===== config.mk =====
export PLATFORM = sky130hd
export DESIGN_NAME = uart_rx_status
export DESIGN_NICKNAME = d
export VERILOG_FILES = /design/src/rtl/uart_rx_pkg.sv /design/src/rtl/rx_parity_calc.sv /design/src/rtl/rx_frame_fsm.sv /design/src/rtl/rx_status_regs.sv /design/src/rtl/uart_rx_status.sv
export SDC_FILE = /design/constraint.sdc
export NUM_CORES = 1
export LEC_CHECK = 0
export BUFFER_PORTS_ARGS = -buffer_cell sky130_fd_sc_hd__buf_2
export CAP_MARGIN = 20
export CELL_PAD_IN_SITES_DETAIL_PLACEMENT = 1
export CELL_PAD_IN_SITES_GLOBAL_PLACEMENT = 1
export CORE_MARGIN = 5
export CORE_UTILIZATION = 47
export DETAILED_ROUTE_END_ITERATION = 7
export PLACE_DENSITY_LB_ADDON = 0.25
export SETUP_SLACK_MARGIN = 0.02
export SLEW_MARGIN = 20
export SYNTH_ARGS = -nofsm -noshare
export SYNTH_HDL_FRONTEND = slang
export SYNTH_SLANG_ARGS = --single-unit

===== constraint.sdc =====
create_clock -name clk -period 4.7 [get_ports clk]
set_input_delay 0.47 -clock clk [delete_from_list [all_inputs] [get_ports clk]]
set_output_delay 0.47 -clock clk [all_outputs]
set_load 0.02 [all_outputs]

===== src/rtl/uart_rx_pkg.sv =====
// Package: shared types of the serial receiver.
// Assumes: nothing beyond IEEE 1800-2017.
package uart_rx_pkg;

    // Receiver frame states
    typedef enum logic [2:0] {
        ST_IDLE,
        ST_START,
        ST_DATA,
        ST_PAR,
        ST_STOP,
        ST_BRKW
    } rx_state_e;

    // Parity check modes, as coded on parity_mode
    typedef enum logic [1:0] {
        PM_ODD   = 2'b00,
        PM_EVEN  = 2'b01,
        PM_SPACE = 2'b10,
        PM_MARK  = 2'b11
    } par_mode_e;

endpackage


===== src/rtl/rx_parity_calc.sv =====
// Module: computes the parity bit that the configured mode expects.
// Assumes: bits of char_in above the character length are 0.
module rx_parity_calc #(
    parameter int DATA_W = 8
) (
    input  logic [DATA_W-1:0] char_in,
    input  logic [1:0]        mode,
    output logic              exp_bit
);
    import uart_rx_pkg::*;

    // Select the expected parity bit from the mode and the data ones count
    always_comb begin
        unique case (par_mode_e'(mode))
            PM_ODD:   exp_bit = ~(^char_in);
            PM_EVEN:  exp_bit = ^char_in;
            PM_SPACE: exp_bit = 1'b0;
            default:  exp_bit = 1'b1;
        endcase
    end
endmodule


===== src/rtl/rx_frame_fsm.sv =====
// Module: hunts for the start bit, samples data, parity and stop bits at
// bit centres, and pulses done or brk one cycle after the last stop bit.
// Assumes: rx_in is synchronised; the configuration is stable during a frame.
module rx_frame_fsm #(
    parameter int DATA_W = 8,
    parameter int OVS    = 16
) (
    input  logic              clk,
    input  logic              rst_n,
    input  logic              sample_en,
    input  logic              rx_in,
    input  logic [1:0]        word_len,
    input  logic              parity_en,
    input  logic              stop_two,
    output logic [DATA_W-1:0] char_q,
    output logic              par_q,
    output logic              done,
    output logic              brk,
    output logic              frm_err
);
    import uart_rx_pkg::*;

    localparam int CNT_W    = $clog2(OVS);
    localparam int BIT_W    = $clog2(DATA_W);
    localparam int MIN_BITS = DATA_W - 3;
    localparam logic [CNT_W-1:0] HALF = CNT_W'(OVS/2 - 1);
    localparam logic [CNT_W-1:0] FULL = CNT_W'(OVS - 1);

    rx_state_e        state;
    logic [CNT_W-1:0] tick;
    logic [BIT_W-1:0] bitn;
    logic [BIT_W-1:0] last_idx;
    logic             stop_n;
    logic             stop_bad;
    logic             all_zero;
    logic             at_centre;

    assign last_idx  = BIT_W'(MIN_BITS - 1) + BIT_W'(word_len);
    assign at_centre = sample_en && (tick == FULL);

    // Frame sequencing, bit capture and completion pulses
    always_ff @(posedge clk) begin
        if (!rst_n) begin
            state    <= ST_IDLE;
            tick     <= '0;
            bitn     <= '0;
            stop_n   <= 1'b0;
            stop_bad <= 1'b0;
            all_zero <= 1'b1;
            char_q   <= '0;
            par_q    <= 1'b0;
            done     <= 1'b0;
            brk      <= 1'b0;
            frm_err  <= 1'b0;
        end else begin
            done    <= 1'b0;
            brk     <= 1'b0;
            frm_err <= 1'b0;
            unique case (state)
                ST_IDLE: begin
                    if (sample_en && !rx_in) begin
                        state <= ST_START;
                        tick  <= '0;
                    end
                end
                ST_START: begin
                    if (sample_en) begin
                        if (tick == HALF) begin
                            tick <= '0;
                            if (!rx_in) begin
                                state    <= ST_DATA;
                                bitn     <= '0;
                                stop_n   <= 1'b0;
                                stop_bad <= 1'b0;
                                all_zero <= 1'b1;
                                char_q   <= '0;
                                par_q    <= 1'b0;
                            end else begin
                                state <= ST_IDLE;
                            end
                        end else begin
                            tick <= tick + 1'b1;
                        end
                    end
                end
                ST_DATA, ST_PAR, ST_STOP: begin
                    if (sample_en) tick <= tick + 1'b1;
                    if (at_centre) begin
                        tick     <= '0;
                        all_zero <= all_zero & ~rx_in;
                        if (state == ST_DATA) begin
                            char_q[bitn] <= rx_in;
                            bitn         <= bitn + 1'b1;
                            if (bitn == last_idx)
                                state <= parity_en ? ST_PAR : ST_STOP;
                        end else if (state == ST_PAR) begin
                            par_q <= rx_in;
                            state <= ST_STOP;
                        end else if (stop_two && !stop_n) begin
                            stop_n   <= 1'b1;
                            stop_bad <= ~rx_in;
                        end else if (all_zero && !rx_in) begin
                            brk   <= 1'b1;
                            state <= ST_BRKW;
                        end else begin
                            done    <= 1'b1;
                            frm_err <= stop_bad | ~rx_in;
                            state   <= ST_IDLE;
                        end
                    end
                end
                ST_BRKW: begin
                    if (sample_en && rx_in) state <= ST_IDLE;
                end
                default: state <= ST_IDLE;
            endcase
        end
    end
endmodule


===== src/rtl/rx_status_regs.sv =====
// Module: holding register, data-ready and the sticky error flags.
// Assumes: done and brk are single-cycle pulses that never coincide.
module rx_status_regs #(
    parameter int DATA_W = 8
) (
    input  logic              clk,
    input  logic              rst_n,
    input  logic              done,
    input  logic              brk,
    input  logic              frm_err,
    input  logic              par_bad,
    input  logic [DATA_W-1:0] char_in,
    input  logic              data_rd,
    input  logic              status_rd,
    output logic [DATA_W-1:0] rx_data,
    output logic              data_ready,
    output logic              overrun,
    output logic              parity_err,
    output logic              framing_err,
    output logic              break_det
);
    // Load the character and track unread data; a load wins over a read
    always_ff @(posedge clk) begin
        if (!rst_n) begin
            rx_data    <= '0;
            data_ready <= 1'b0;
        end else if (done) begin
            rx_data    <= char_in;
            data_ready <= 1'b1;
        end else if (data_rd) begin
            data_ready <= 1'b0;
        end
    end

    // Sticky error flags: a new event wins over a status-read clear
    always_ff @(posedge clk) begin
        if (!rst_n) begin
            overrun     <= 1'b0;
            parity_err  <= 1'b0;
            framing_err <= 1'b0;
            break_det   <= 1'b0;
        end else begin
            overrun     <= (done && data_ready && !data_rd) || (overrun && !status_rd);
            parity_err  <= (done && par_bad) || (parity_err && !status_rd);
            framing_err <= (done && frm_err) || (framing_err && !status_rd);
            break_det   <= brk || (break_det && !status_rd);
        end
    end
endmodule


===== src/rtl/uart_rx_status.sv =====
// Module: top of the serial receiver; joins the frame sequencer, the parity
// check and the status registers.
// Assumes: rx_in is synchronised to clk; sample_en pulses 16 times per bit.
module uart_rx_status #(
    parameter int DATA_W = 8,
    parameter int OVS    = 16
) (
    input  logic              clk,
    input  logic              rst_n,
    input  logic              sample_en,
    input  logic              rx_in,
    input  logic [1:0]        word_len,
    input  logic              parity_en,
    input  logic [1:0]        parity_mode,
    input  logic              stop_two,
    input  logic              data_rd,
    input  logic              status_rd,
    output logic [DATA_W-1:0] rx_data,
    output logic              data_ready,
    output logic              overrun,
    output logic              parity_err,
    output logic              framing_err,
    output logic              break_det
);
    logic [DATA_W-1:0] char_q;
    logic              par_q;
    logic              done;
    logic              brk;
    logic              frm_err;
    logic              exp_bit;
    logic              par_bad;

    rx_frame_fsm #(.DATA_W(DATA_W), .OVS(OVS)) u_fsm (
        .clk       (clk),
        .rst_n     (rst_n),
        .sample_en (sample_en),
        .rx_in     (rx_in),
        .word_len  (word_len),
        .parity_en (parity_en),
        .stop_two  (stop_two),
        .char_q    (char_q),
        .par_q     (par_q),
        .done      (done),
        .brk       (brk),
        .frm_err   (frm_err)
    );

    rx_parity_calc #(.DATA_W(DATA_W)) u_par (
        .char_in (char_q),
        .mode    (parity_mode),
        .exp_bit (exp_bit)
    );

    assign par_bad = parity_en && (par_q != exp_bit);

    rx_status_regs #(.DATA_W(DATA_W)) u_regs (
        .clk         (clk),
        .rst_n       (rst_n),
        .done        (done),
        .brk         (brk),
        .frm_err     (frm_err),
        .par_bad     (par_bad),
        .char_in     (char_q),
        .data_rd     (data_rd),
        .status_rd   (status_rd),
        .rx_data     (rx_data),
        .data_ready  (data_ready),
        .overrun     (overrun),
        .parity_err  (parity_err),
        .framing_err (framing_err),
        .break_det   (break_det)
    );
endmodule


==> Word level (Yosys, flattened, before mapping) <==
Cells that the tools add are included.
{ "word_totals": {"input_bits": 12, "out_inout_bits": 13, "register_bits": 38, "wordCells": 153} }
{ "op_classes": {"mux": 61, "reduce_logical": 38, "bitwise_logic": 7, "n_eq_ne": 25, "add_sub_neg": 3, "n_lt_le_gt_ge": 2} }
{ "op_table": {"columns": ["op", "count"], "rows": [
  ["two-way mux 3 bit", 16],
  ["two-way mux 8 bit", 5],
  ["two-way mux 1 bit", 23],
  ["two-way mux 4 bit", 5],
  ["one-hot mux 8 bit (2 select lines)", 1],
  ["logical AND 1 bit", 15],
  ["inequality test 2 x 1 -> 1 bit, second input constant", 7],
  ["AND reduction 7 bit", 2],
  ["one-hot mux 3 bit (4 select lines)", 1],
  ["one-hot mux 4 bit (3 select lines)", 1],
  ["bitwise mux 8 bit", 1],
  ["inequality test 2 bit, second input constant", 4],
  ["one-hot mux 1 bit (2 select lines)", 4],
  ["AND reduction 8 bit", 1],
  ["parity 8 bit", 1],
  ["OR reduction 7 bit", 1],
  ["equality test 3 x 2 -> 1 bit, second input constant", 2],
  ["equality test 3 bit, second input constant", 2],
  ["one-hot mux 3 bit (2 select lines)", 1],
  ["AND reduction 6 bit", 1],
  ["OR reduction 6 bit", 1],
  ["NOT 1 bit", 5],
  ["AND reduction 5 bit", 1],
  ["adder 4 x 1 -> 4 bit, second input constant", 1],
  ["other kinds (27)", 34]
]} }

==> Longest topological paths before layout <==
{ "depth": {"depth_word": 8, "mapped_depth": 7, "mapped_depth_nobuf": 6} }

==> By module <==
From an unflattened synthesis, not the netlist that was laid out.
{ "unflattened": {"cells_unflattened": 215, "hier_area_um2": 2003.2} }
{ "by_module_without_submodules": {"columns": ["mod", "seq_area_each_um2", "cells_per_inst", "instances", "area_each_um2"], "rows": [
  ["rx_frame_fsm", 500.5, 161, 1, 1428.9],
  ["rx_status_regs", 260.2, 43, 1, 485.5],
  ["rx_parity_calc", 0.0, 9, 1, 73.8],
  ["uart_rx_status", 0.0, 2, 1, 15.0]
]} }

==> Worst setup path after synthesis <==
No wires, ideal clock.
{ "synth_path": {"kind": "input to register", "start": "input port rx_in", "end": "register u_fsm.char_q[6]", "cell_stages": 6, "t_arrival_ns": 1.660, "n_path_buf": 2, "required_time_ns": 4.567, "setup_ns": 0.133, "slack_ns": 2.907, "path_cell_list": "clkbuf_1 > nor4b_4 > o2111ai_2 > buf_6 > o311ai_1 > o41ai_1"} }
{ "synth_via": {"elab_chain_len": 4, "elab_cells_between_ends": 6, "cone_classes": "eq/ne (1); mux (4); reduce/logical (1)"} }
{ "synth_lines": {"columns": ["element", "line_no", "source"], "rows": [
  ["start: declaration", "uart_rx_status.sv:11", "input logic rx_in,"],
  ["bitwise mux 8 bit", "rx_frame_fsm.sv:92", "char_q[bitn] <= rx_in;"],
  ["two-way mux 8 bit", "rx_frame_fsm.sv:91", "if (state == ST_DATA) begin"],
  ["two-way mux 8 bit", "rx_frame_fsm.sv:88", "if (at_centre) begin"],
  ["one-hot mux 8 bit (2 select lines)", "rx_frame_fsm.sv:59", "unique case (state)"],
  ["end signal: indexed assignment", "rx_frame_fsm.sv:92", null],
  ["end: declaration", "rx_frame_fsm.sv:15", "output logic [DATA_W-1:0] char_q,"]
]} }
Several ways; a longest one is shown, not always the timed one. The select of a mux whose other input is x is not followed.
A chain may end at the register's enable or synchronous reset.

==> Final worst setup path <==
{ "layout_path": {"start": "register u_fsm.tick[0]", "end": "register u_fsm.char_q[2]"} }
{ "layout_via": {"elab_chain_len": 4, "elab_cells_between_ends": 6, "cone_classes": "eq/ne (4); reduce/logical (2)"} }
{ "layout_lines": {"columns": ["element", "line_no", "source"], "rows": [
  ["start: declaration", "rx_frame_fsm.sv:30", "logic [CNT_W-1:0] tick;"],
  ["start signal: assignment", "rx_frame_fsm.sv:82", "tick <= tick + 1'b1;"],
  ["start signal: assignment", "rx_frame_fsm.sv:87", "if (sample_en) tick <= tick + 1'b1;"],
  ["equality test 4 bit", "rx_frame_fsm.sv:39", "assign at_centre = sample_en && (tick == FULL);"],
  ["logical AND 1 bit", "rx_frame_fsm.sv:39", null],
  ["inequality test 2 x 1 -> 1 bit (no line)", null, null],
  ["AND reduction 6 bit (no line) (*)", null, null]
]} }
Every way passes the cells marked *; elsewhere a longest branch is shown, timed or not.

==> flow_summary.ini <==
[status]
status = complete, no violations

[clock_tree]
holdBufCountCts = 0
cts_buffers = 5
cts_setup_buffers = 0
h-tree-depth = 2
clk_latency_ps = 290
cts.repair.resized = 0
clk_path_buf_depth = 2
clock-sinks = 38
clk_pin_slew_ps = 70
root_buffer = clkbuf_8
cts_tree = done

[synth]
synth.net_count = 229
ys_warn_count = 0
synth_area_per_cell_um2 = 9.06
synth_edf_count = 0
syn_inst = 215
ys_types = 58
syn_area_um2 = 1950
ys_seq_area_share_pct = 39.1
synth-async-reset-ratio_pct = 0
synth_ff_type = dfxtp_1
synth-seq-cells = 38

[setup_path]
worstSetupEndpointType = flip-flop
r2r_slack_ps = 2460
timing.rr.end = u_fsm.char_q[2]
reg2reg_depth = 6
startpoint_type = flip-flop
cp.arrival_ps = 2450
r2r_start = u_fsm.tick[0]
critPathRequiredTime_ps = 4910
critPathKind = flip-flop to flip-flop
critPathMaxFanout = 16

[floorplan]
core_um2 = 4000
die_height_um = 74.4
fp-row-count = 23
dieArea_um2 = 5530
start_util_pct = 48.7
die_x_um = 74.4
io_pins = 25

[global_route]
grt_max_degree = 26
gr-usage-all-layers_pct = 18.9
antenna_found_initial = 0
grt_overflow_total = 0
grt_pass1_vias = 1717
grt_pass1_wl_mm = 8.07

[placed_design]
hpwl_mm = 3.56
placed_area_um2 = 2070
gp_congestion = 0.862
dp_cells = 276
io_buffers = 24
place_ws_ps = 2400

[route]
antenna_left = 0
wl_mm = 4.76
drc_errors = 0
dr.pass1.iters = 4
vias_per_cell = 5.72
wl_per_cell_um = 16.9
vias = 1612
drtIter0Drc = 78

[pwr]
power_density_nw_per_um2 = 292
leakagePower_nw = 0.797
ir_drop_v = 0.000167
power_uw = 627

[sta]
setup_viol = 0
maxSlewViolCount = 0
fin_skew_ps = 4.54
finalCriticalPeriod_ps = 2240
finalCritPeriodShare_pct = 47.6
rsz0062_at_grt = false
finalHoldViolCount = 0
fin_tns_setup_ps = 0
max_freq_mhz = 447
worst_pin_slew_ps = 801
setup_slack_ps = 2460
slew_headroom_pct = 46.5

[worst_hold_path]
holdPathStages = 2
hold_class = flip-flop to flip-flop
holdPathEnd = u_fsm.frm_err
hold_start = u_fsm.stop_bad

[layout]
nFillCells = 483
layout_common_cells = 38 x dfxtp_1, 24 x buf_2, 22 x nor2_1, 18 x nand2_1, 15 x mux2i_1
instances_no_fill = 282
drive_gt1_share_pct = 18.5
multi_input_area_um2 = 1090
seq_area_um2 = 761
nets = 247
syn_to_final_growth_pct = 10.3
fin_area_um2 = 2150
final_common_cell = dfxtp_1
diodes = 0

[run]
drv_cap = 0
==> worst max-delay path, stage by stage, from the launching register on <==
cell	delay (ps)
dfxtp_1	370
ha_1	230
nand4_2	180
a21bo_2	280
o2111ai_2	410
nor4b_1	480
mux2i_1	210
==> routing by layer <==
metal	track usage [%]	share of wire, %	wire (um)
met1	23.0	43	2040
met2	33.2	52	2490
met3	4.59	3.9	184
met4	5.14	1.1	51
met5	0	0	0
==> Yosys cell counts, types with 2 or more instances <==
master	number	share of area, %
nor4b_1	3	1.3
nand3_1	6	1.5
buf_1	2	0.39
xnor2_1	11	4.9
a21o_1	2	0.77
or3b_2	2	0.90
a21oi_1	6	1.5
nor4_1	2	0.64
or3_1	5	1.6
nor2b_1	3	0.96
buf_2	3	0.77
inv_1	7	1.3
nor3_1	2	0.51
and2_1	3	0.96
o41ai_1	2	0.90
nand3b_1	4	1.5
nand2b_1	6	1.9
ha_1	2	1.3
o31ai_1	5	1.9
mux2i_1	15	7.7
clkbuf_1	6	1.2
o211ai_1	4	1.5
a22oi_1	2	0.77
o21ai_0	3	0.77
nand2_1	18	3.5
nor2_1	22	4.2
dfxtp_1	38	39
==> cell type report <==
type | count | share of cell area (%)
Sequential cell | 38 | 35.4
Timing Repair Buffer | 24 | 5.59
Multi-Input combinational cell | 156 | 50.8
Clock buffer | 6 | 3.84
Inverter | 8 | 1.40
Tap cell | 50 | 2.91
==> logic make-up (layout without fill, tap and decap cells) <==
group                    count (synthesis)  in the layout  synth area share (%)
AND/OR/NAND/NOR                         86             86                  25.5
AO/OA/AOI/OAI                           40             40                  15.6
flip-flops                              38             38                  39.1
buffers and inverters                   21             38                  4.82
multiplexers                            16             16                  8.29
XOR/XNOR                                12             12                  5.40
adder cells (fa/ha/maj)                  2              2                  1.29
==> report_power, final <==
part / total [mW] / switching [mW] / internal (mW) / leakage (nW)
registers: 0.336 / 0.0109 / 0.326 / 0.306
clock network: 0.222 / 0.109 / 0.113 / 0.0431
logic: 0.0684 / 0.0407 / 0.0277 / 0.448
total: 0.627 / 0.160 / 0.466 / 0.797
==> stage by stage <==
stage          hold WS (ps)  utilization [%]
3_5_place_dp            447             51.6
5_1_grt                 506             53.7
2_1_floorplan           413                -
4_1_cts                 477             53.7
6_report                480             53.7
3_3_place_gp            427             51.6
==> registers in the layout, indices dropped and copies added (netlist names) <==
name and cells:
u_fsm.char_q 8, u_regs.rx_data 8, u_fsm.tick 4, u_fsm.bitn 3, u_fsm.state 3, u_fsm.all_zero 1
u_fsm.brk 1, u_fsm.done 1, u_fsm.frm_err 1, u_fsm.par_q 1, u_fsm.stop_bad 1, u_fsm.stop_n 1
u_regs.break_det 1, u_regs.data_ready 1, u_regs.framing_err 1, u_regs.overrun 1, u_regs.parity_err 1
==> worst max-delay path by stage <==
stage                        from         endpoint  slack, ps  cells past startpoint
floorplan                   rx_in  u_fsm.char_q[6]       2910                      6
global placement        sample_en  u_fsm.char_q[1]       2530                      6
detailed placement      sample_en  u_fsm.char_q[2]       2400                      6
CTS                 u_fsm.tick[0]  u_fsm.char_q[2]       2450                      6
global route        u_fsm.tick[1]  u_fsm.char_q[2]       2210                      6
finish              u_fsm.tick[0]  u_fsm.char_q[2]       2460                      6
(Power assumes the default switching activity.)
